==> src/rtl/dbgarb_pkg.sv <==
package dbgarb_pkg;

  localparam int ALIGN_W = 2;

  typedef enum logic [1:0] {
    ROUTE_NONE = 2'd0,
    ROUTE_SWI  = 2'd1,
    ROUTE_MON  = 2'd2
  } route_e;

  typedef enum logic [2:0] {
    EV_IDLE  = 3'd0,
    EV_ABORT = 3'd1,
    EV_CLASH = 3'd2,
    EV_XTAG  = 3'd3,
    EV_TRIG  = 3'd4,
    EV_DONE  = 3'd5,
    EV_STEP  = 3'd6
  } event_e;

  // Decide where a breakpoint goes, given the control bits and monitor state.
  function automatic route_e route_brk(input logic en, input logic to_mon,
                                       input logic mon_en, input logic mon_act);
    route_e r;
    if (!en || mon_act)  r = ROUTE_NONE;
    else if (!to_mon)    r = ROUTE_SWI;
    else if (!mon_en)    r = ROUTE_SWI;
    else                 r = ROUTE_MON;
    return r;
  endfunction

  // Begin and mid alignment wait for the trace to finish; others end at once.
  function automatic logic align_defers(input logic ten, input logic [ALIGN_W-1:0] al);
    return ten && (al == 2'b01 || al == 2'b10);
  endfunction

endpackage

==> src/rtl/dbgarb_resolve.sv <==
module dbgarb_resolve
  import dbgarb_pkg::*;
#(
  parameter int N_CH = 4
) (
  input  logic            arm,
  input  logic            seq_step,
  input  logic [N_CH-1:0] comp_trig,
  input  logic [N_CH-1:0] comp_tag,
  input  logic            sw_trig,
  input  logic            ext_tag,
  input  logic            cop_brk,
  input  logic            trace_done,
  input  logic            pend,
  output event_e          ev
);

  logic [N_CH-1:0] trig_q;
  logic [N_CH-1:0] tag_q;

  // Comparator channel events count only while the unit is armed.
  for (genvar i = 0; i < N_CH; i++) begin : g_ch
    assign trig_q[i] = comp_trig[i] & arm;
    assign tag_q[i]  = comp_tag[i]  & arm;
  end

  logic comp_any;
  logic tag_any;
  assign comp_any = |trig_q;
  assign tag_any  = |tag_q;

  always_comb begin
    ev = EV_IDLE;
    if (cop_brk)                    ev = EV_ABORT;
    else if (ext_tag && tag_any)    ev = EV_CLASH;
    else if (pend) begin
      if (ext_tag)                  ev = EV_XTAG;
      else if (trace_done)          ev = EV_DONE;
    end
    else if (ext_tag)               ev = EV_XTAG;
    else if (sw_trig || comp_any || tag_any) ev = EV_TRIG;
    else if (seq_step && arm)       ev = EV_STEP;
  end

endmodule

==> src/rtl/dbgarb_seq.sv <==
module dbgarb_seq
  import dbgarb_pkg::*;
#(
  parameter int STATE_W = 2
) (
  input  logic                clk,
  input  logic                rst,
  input  event_e              ev,
  input  logic                trace_en,
  input  logic [ALIGN_W-1:0]  trace_align,
  output logic [STATE_W-1:0]  state,
  output logic                pend,
  output logic                brk_now,
  output logic                stop_now
);

  localparam logic [STATE_W-1:0] S_IDLE  = '0;
  localparam logic [STATE_W-1:0] S_FINAL = '1;
  localparam logic [STATE_W-1:0] S_LAST  = S_FINAL - 1'b1;

  logic [STATE_W-1:0] state_d;
  logic               pend_d;
  logic               defer;

  assign defer = align_defers(trace_en, trace_align);

  always_comb begin
    state_d  = state;
    pend_d   = pend;
    brk_now  = 1'b0;
    stop_now = 1'b0;
    case (ev)
      EV_ABORT, EV_XTAG: begin
        brk_now  = 1'b1;
        stop_now = trace_en;
        state_d  = S_IDLE;
        pend_d   = 1'b0;
      end
      EV_CLASH: begin
        state_d = S_IDLE;
        pend_d  = 1'b0;
      end
      EV_DONE: begin
        brk_now = 1'b1;
        state_d = S_IDLE;
        pend_d  = 1'b0;
      end
      EV_TRIG: begin
        if (defer) begin
          state_d = S_FINAL;
          pend_d  = 1'b1;
        end else begin
          brk_now  = 1'b1;
          stop_now = trace_en;
          state_d  = S_IDLE;
        end
      end
      EV_STEP: begin
        if (state < S_LAST) state_d = state + 1'b1;
      end
      default: ;
    endcase
  end

  always_ff @(posedge clk) begin
    if (rst) begin
      state <= S_IDLE;
      pend  <= 1'b0;
    end else begin
      state <= state_d;
      pend  <= pend_d;
    end
  end

endmodule

==> src/rtl/dbgarb_route.sv <==
module dbgarb_route
  import dbgarb_pkg::*;
(
  input  logic clk,
  input  logic rst,
  input  logic brk_now,
  input  logic stop_now,
  input  logic brk_en,
  input  logic brk_to_mon,
  input  logic mon_enabled,
  input  logic mon_active,
  output logic mon_req,
  output logic swi_req,
  output logic trace_stop
);

  route_e route;
  assign route = route_brk(brk_en, brk_to_mon, mon_enabled, mon_active);

  always_ff @(posedge clk) begin
    if (rst) begin
      mon_req    <= 1'b0;
      swi_req    <= 1'b0;
      trace_stop <= 1'b0;
    end else begin
      mon_req    <= brk_now && (route == ROUTE_MON);
      swi_req    <= brk_now && (route == ROUTE_SWI);
      trace_stop <= stop_now;
    end
  end

endmodule

==> src/rtl/dbg_session_arb.sv <==
module dbg_session_arb
  import dbgarb_pkg::*;
#(
  parameter int N_CH    = 4,
  parameter int STATE_W = 2
) (
  input  logic               clk,
  input  logic               rst,
  input  logic               arm,
  input  logic               seq_step,
  input  logic [N_CH-1:0]    comp_trig,
  input  logic [N_CH-1:0]    comp_tag,
  input  logic               sw_trig,
  input  logic               ext_tag_hi,
  input  logic               ext_tag_lo,
  input  logic               cop_brk,
  input  logic               trace_en,
  input  logic [1:0]         trace_align,
  input  logic               trace_done,
  input  logic               brk_en,
  input  logic               brk_to_mon,
  input  logic               mon_enabled,
  input  logic               mon_active,
  output logic               mon_req,
  output logic               swi_req,
  output logic               trace_stop,
  output logic [STATE_W-1:0] seq_state
);

  logic   ext_tag;
  logic   pend;
  logic   brk_now;
  logic   stop_now;
  event_e ev;

  assign ext_tag = ext_tag_hi | ext_tag_lo;

  dbgarb_resolve #(.N_CH(N_CH)) u_resolve (
    .arm        (arm),
    .seq_step   (seq_step),
    .comp_trig  (comp_trig),
    .comp_tag   (comp_tag),
    .sw_trig    (sw_trig),
    .ext_tag    (ext_tag),
    .cop_brk    (cop_brk),
    .trace_done (trace_done),
    .pend       (pend),
    .ev         (ev)
  );

  dbgarb_seq #(.STATE_W(STATE_W)) u_seq (
    .clk         (clk),
    .rst         (rst),
    .ev          (ev),
    .trace_en    (trace_en),
    .trace_align (trace_align),
    .state       (seq_state),
    .pend        (pend),
    .brk_now     (brk_now),
    .stop_now    (stop_now)
  );

  dbgarb_route u_route (
    .clk         (clk),
    .rst         (rst),
    .brk_now     (brk_now),
    .stop_now    (stop_now),
    .brk_en      (brk_en),
    .brk_to_mon  (brk_to_mon),
    .mon_enabled (mon_enabled),
    .mon_active  (mon_active),
    .mon_req     (mon_req),
    .swi_req     (swi_req),
    .trace_stop  (trace_stop)
  );

endmodule

==> config.mk <==
export PLATFORM = sky130hd
export DESIGN_NAME = dbg_session_arb
export DESIGN_NICKNAME = d
export VERILOG_FILES = /design/src/rtl/dbgarb_pkg.sv /design/src/rtl/dbgarb_resolve.sv /design/src/rtl/dbgarb_seq.sv /design/src/rtl/dbgarb_route.sv /design/src/rtl/dbg_session_arb.sv
export SDC_FILE = /design/constraint.sdc
export NUM_CORES = 1
export LEC_CHECK = 0
export BUFFER_PORTS_ARGS = -buffer_cell sky130_fd_sc_hd__buf_2
export CAP_MARGIN = 20
export CORE_AREA = 2 2 39 41
export DETAILED_ROUTE_END_ITERATION = 12
export DIE_AREA = 0 0 41 43
export MAX_ROUTING_LAYER = met4
export PLACE_DENSITY = 0.68
export SYNTH_ARGS = -nofsm -noshare
export SYNTH_HDL_FRONTEND = slang
export SYNTH_SLANG_ARGS = --single-unit
==> constraint.sdc <==
create_clock -name clk -period 2.98 [get_ports clk]
set_clock_uncertainty 0.1 [all_clocks]
set_input_delay 0.149 -clock clk [delete_from_list [all_inputs] [get_ports clk]]
set_output_delay 0.149 -clock clk [all_outputs]
set_load 0.1 [all_outputs]
* Yosys cells after proc, flatten, opt, wreduce, memory -nomap -nowiden *
Index checks and enable logic that the tools add are counted.

word-level totals
  latch bits = 0
  memories kept = 0
  logic and storage cells = 67
  memory bits (read-only) = 0
  input bits = 24
  memory bits (writable) = 0
  register bits after elaboration = 6

operators by class
  shifts and indexed selects = 0
  reductions and logical operators = 19
  equality and inequality tests = 12
  $mul = 0
  add/sub/neg operators = 1
  bitwise gates (word level) = 9
  div/mod/pow operators = 0
  $lt $le $gt $ge = 1
  muxes and demuxes = 20

operators with widths
  kind                                                   count
  two-way mux 3 bit                                      8
  OR reduction 4 bit                                     3
  two-way mux 2 bit                                      5
  equality test 3 bit, second input constant             3
  AND 1 bit                                              8
  equality test 3 x 2 -> 1 bit, second input constant    2
  one-hot mux 1 bit (2 select lines)                     3
  one-hot mux 2 bit (3 select lines)                     1
  logical AND 1 bit                                      5
  equality test 2 x 1 -> 1 bit, second input constant    2
  equality test 2 bit, second input constant             2
  logical OR 1 bit                                       4
  inequality test 2 x 1 -> 1 bit, second input constant  2
  AND reduction 2 bit                                    2
  equality test 3 x 1 -> 1 bit, second input constant    1
  two-way mux 1 bit                                      3
  nonzero test 3 bit                                     1
  OR reduction 3 bit                                     1
  adder 2 x 1 -> 2 bit, second input constant            1
  < comparator 2 bit, second input constant              1
  nonzero test 2 bit                                     1
  OR reduction 2 bit                                     1
  zero test 1 bit                                        1
  bitwise OR 1 bit                                       1

* Logic depth before layout (Yosys ltp) *
  word-level depth = 13
  depth in mapped cells = 5
  mapped depth without buffers = 5

* By module *
A second synthesis with hierarchy kept.

unflattened totals
  cells, all modules = 49
  area, all modules = 421.7 µm²

by module, submodules not included
  module           cells each  area an instance (µm²)  instances  seq. area each (µm²)
  dbgarb_seq       25          219.0                   1          60.1
  dbgarb_resolve   15          100.1                   1          0.0
  dbgarb_route     8           96.3                    1          60.1
  dbg_session_arb  1           6.3                     1          0.0

* Worst setup path after synthesis *
Ideal clock, no wire load.

  path kind = input -> register
  start point = input comp_trig[0]
  end point = register u_seq.state[1]
  setup slack = 1.043 ns
  path buffers = 0
  arrival = 1.697 ns
  data required time = 2.740 ns
  stages = 5
  setup time = 0.140 ns
  cells stage by stage = or4_1 -> o41a_1 -> or3_1 -> a21oi_1 -> a2111oi_0

on the way
  word-level cells in the longest chain between the ends = 13

RTL lines
  what                                                        line                   text
  from (decl)                                                 dbg_session_arb.sv:11  input logic [N_CH-1:0] comp_trig,
  AND 1 bit (*)                                               dbgarb_resolve.sv:23   assign trig_q[i] = comp_trig[i] & arm;
  OR reduction 4 bit (*)                                      dbgarb_resolve.sv:29   assign comp_any = |trig_q;
  logical OR 1 bit (*) (2 in a row)                           dbgarb_resolve.sv:41   else if (sw_trig || comp_any || tag_any) ev = EV_TRIG;
  two-way mux 3 bit (*)                                       dbgarb_resolve.sv:41
  two-way mux 3 bit (*)                                       dbgarb_resolve.sv:40   else if (ext_tag) ev = EV_XTAG;
  two-way mux 3 bit (*)                                       dbgarb_resolve.sv:36   else if (pend) begin
  two-way mux 3 bit (*)                                       dbgarb_resolve.sv:35   else if (ext_tag && tag_any) ev = EV_CLASH;
  two-way mux 3 bit (*)                                       dbgarb_resolve.sv:34   if (cop_brk) ev = EV_ABORT;
  equality test 3 x 1 -> 1 bit, or another cell as far along  dbgarb_seq.sv:32       case (ev)
  OR reduction 4 bit (no source line)                         n/a
  nonzero test 3 bit (no source line)                         n/a
  AND reduction 2 bit (no source line)                        n/a
  to (signal assigned)                                        dbgarb_seq.sv:70       state <= state_d;
  to (decl)                                                   dbgarb_seq.sv:11       output logic [STATE_W-1:0] state,

Every way passes the cells marked *; elsewhere a longest branch is shown, timed or not.
A chain may end at the register's enable or synchronous reset.

* Final worst setup path *
  start point = register u_seq.pend
  end point = register u_seq.state[1]

on the way
  word-level cells in the longest chain between the ends = 7

RTL lines
  what                                                        line                  text
  from (decl)                                                 dbgarb_seq.sv:12      output logic pend,
  from (signal assigned)                                      dbgarb_seq.sv:71      pend <= pend_d;
  two-way mux 3 bit (*)                                       dbgarb_resolve.sv:36
  two-way mux 3 bit (*)                                       dbgarb_resolve.sv:35
  two-way mux 3 bit (*)                                       dbgarb_resolve.sv:34
  equality test 3 x 1 -> 1 bit, or another cell as far along  dbgarb_seq.sv:32
  OR reduction 4 bit (no source line)                         n/a
  nonzero test 3 bit (no source line)                         n/a
  AND reduction 2 bit (no source line)                        n/a

Marks and branches as above.

==> reports/metrics.csv <==
stage;metric;value;unit
cts;post_cts_buffers;0;
drt;vias_per_cell;4.99;
critical_path;crit_type;register to register;
global_route;antenna_found_initial;0;
floorplan;start_util;0.314;
status;status;finished, final reports clean;
global_route;grt_overflow;0;
drt;vias;504;
floorplan;std_cell_rows;14;
finish;drive_above_1_share;0.424;
finish;diodes;0;
min_path;min-delay-start;rst;
job;max-cap-violations;0;
finish;syn_to_final_growth;42.1;%
critical_path;path_cells;or2_2 > o41a_1 > or3_1 > a21oi_1 > a2111oi_0;
synthesis;syn-cell-area;434;um2
critical_path;cp.arrival;1.88;ns
drt;wl;1050;um
finish;fin_cells;101;
drt;ant_nets;0;
finish;final_cell_area;617;um2
drt;drtIter0Drc;8;
floorplan;ios;29;
cts;hold_buffers;0;
pwr;vdd_drop_max;0.183;mV
sta;fin_crit;1.88;ns
finish;multi_input_area;307;um2
global_route;grt_pass1_vias;432;
finish;final_cell_mix;buf_2 (28), nand2_1 (6), dfxtp_1 (6);
finish;regArea;120;um2
cts;clk_latency;0.24;ns
sta;hold_viol_final;0;
global_route;grt_max_degree;6;
placed_design;portBuffers;28;
cts;htreeDepth;1;
synthesis;ys_seq_area_frac;0.277;
cts;cts_sinks;6;
finish;fillers;152;
critical_path;ff2ff_path_depth;5;
sta;worst_pin_slew;0.489;ns
placed_design;place_area;594;um2
critical_path;crit-reg2reg-launch;u_seq.pend;
synthesis;synth_cell_type_count;28;
min_path;whs_endpoint;u_seq.state[0];
critical_path;worstPathMaxFanout;5;
cts;clk_pin_slew;0.04;ns
placed_design;hpwl;884;um
critical_path;critPathLaunchType;register;
sta;drv_slew;0;
synthesis;syn_avg_cell_area;8.04;um2
drt;post_drt_wl_per_cell;10.4;um
synthesis;yosys_register_bits;6;
sta;rsz0062_at_grt;false;
floorplan;die_w;41;um
sta;relSlewSlack;0.676;
min_path;hold_class;input port to register;
drt;drc;0;
finish;fin_util;0.446;
cts;clk_path_buf_depth;2;
floorplan;fp.dieH;43;um
pwr;p_leak;0.267;nW
critical_path;reg2reg_slack;1.10;ns
placed_design;placed_cells;98;
critical_path;cpPeakStageDelay;0.45;ns
sta;setup_viol;0;
sta;fmax;531;MHz
drt;first_pass_iters;2;
cts;cts_root_buffer;clkbuf_4;
floorplan;dieArea;0.00176;mm2
critical_path;crit_required;2.98;ns
global_route;grt_pass1_wl;1790;um
min_path;hold_depth;2;
sta;min_period_over_period;0.632;
cts;cts_resized;0;
global_route;grt.total_usage;0.158;
synthesis;yosys_warnings;0;
critical_path;slowest_stage;o41a_1;
synthesis;synth.net_count;78;
pwr;power.total;0.000218;W
critical_path;cp-end-kind;register;
sta;fin_setup_tns;0;ns
critical_path;reg2reg_to;u_seq.state[1];
floorplan;core-area;0.00138;mm2
placed_design;place.gp.congestion;0.813;
cts;cts_inserted_buffers;3;
pwr;power_density;354;mW/mm2
finish;nNetsFinal;111;
synthesis;netlist_instances;54;
finish;final_common_cell;buf_2;
cts;cts_tree;built;
[worst max path at each step]
stage | startpoint | to | slack (ns) | cells after the start
after global placement | comp_trig[0] | u_seq.state[1] | 0.92 | 6
after detailed placement | comp_trig[0] | u_seq.state[1] | 0.88 | 6
after floorplan | comp_trig[0] | u_seq.state[1] | 1.04 | 5
after CTS | u_seq.pend | u_seq.state[1] | 1.09 | 5
final | u_seq.pend | u_seq.state[1] | 1.10 | 5
after global routing | u_seq.pend | u_seq.state[1] | 0.99 | 5
[routing by layer]
metal  global-route usage  vias to the layer above  wire length, um
met4               0.0800                        0               12
met2                0.216                       11              524
met3               0.0628                        2               40
met5                    -                        -                0
li1                     -                      268                -
met1                0.194                      223              477
[where the power goes]
group | internal (W) | switching, W
Combinational | 0.0000239 | 0.0000360
Clock | 0.0000456 | 0.0000294
Sequential | 0.0000826 | 0.000000884
[cells in the mapped netlist (all sizes together)]
library cell | count | area share
dfxtp | 6 | 0.28
or3 | 2 | 0.029
a2bb2oi | 1 | 0.020
nor3 | 4 | 0.046
or4 | 2 | 0.043
nand3b | 1 | 0.017
nor4 | 1 | 0.014
a2111oi | 1 | 0.020
inv | 2 | 0.017
nor2 | 5 | 0.043
mux2i | 1 | 0.023
a21boi | 1 | 0.017
a21o | 1 | 0.017
o21ai | 1 | 0.012
nand2 | 6 | 0.052
a21oi | 4 | 0.055
o41a | 2 | 0.052
o31ai | 2 | 0.066
nand2b | 2 | 0.029
xor2 | 1 | 0.020
o211ai | 1 | 0.017
and2 | 1 | 0.014
or2 | 2 | 0.029
a211oi | 2 | 0.035
nor3b | 2 | 0.035
[metrics by stage]
stage,worst slack (ns),hold WS (ns)
after floorplan,1.04,0.122
after global placement,0.918,0.292
after detailed placement,0.877,0.290
after CTS,1.09,0.0317
after global routing,0.988,0.0421
final,1.10,0.0291
[state kept, by name, summed over array words and instances (netlist names)]
signal	count
u_seq.state	2
u_route.trace_stop	1
u_seq.pend	1
u_route.swi_req	1
u_route.mon_req	1
[logic make-up (layout without fill, tap and decap cells)]
kind of cell              after synthesis  after routing  share of synthesized area
muxes                                   1              1                     0.0231
DFF                                     6              6                      0.277
and+or+nand+nor                        28             28                      0.352
xor gates and xnor gates                1              1                     0.0202
AOI/OAI and AO/OA                      16             16                      0.311
buffers and inverters                   2             33                     0.0173
[area by class of cell]
| class | instances | share of cell area |
|---|---|---|
| tap | 16 | 0.0325 |
| inverter | 2 | 0.0122 |
| multi-input combinational | 46 | 0.497 |
| sequential | 6 | 0.195 |
| timing repair buffer | 28 | 0.227 |
| clock buffer | 3 | 0.0365 |
[worst max-delay path, delay by kind of cell (launching register included)]
family	cells	cell delay, ns
simple gates	2	0.64
compound gates	3	0.67
flops	1	0.33
Power figures use the tool's default switching activity.
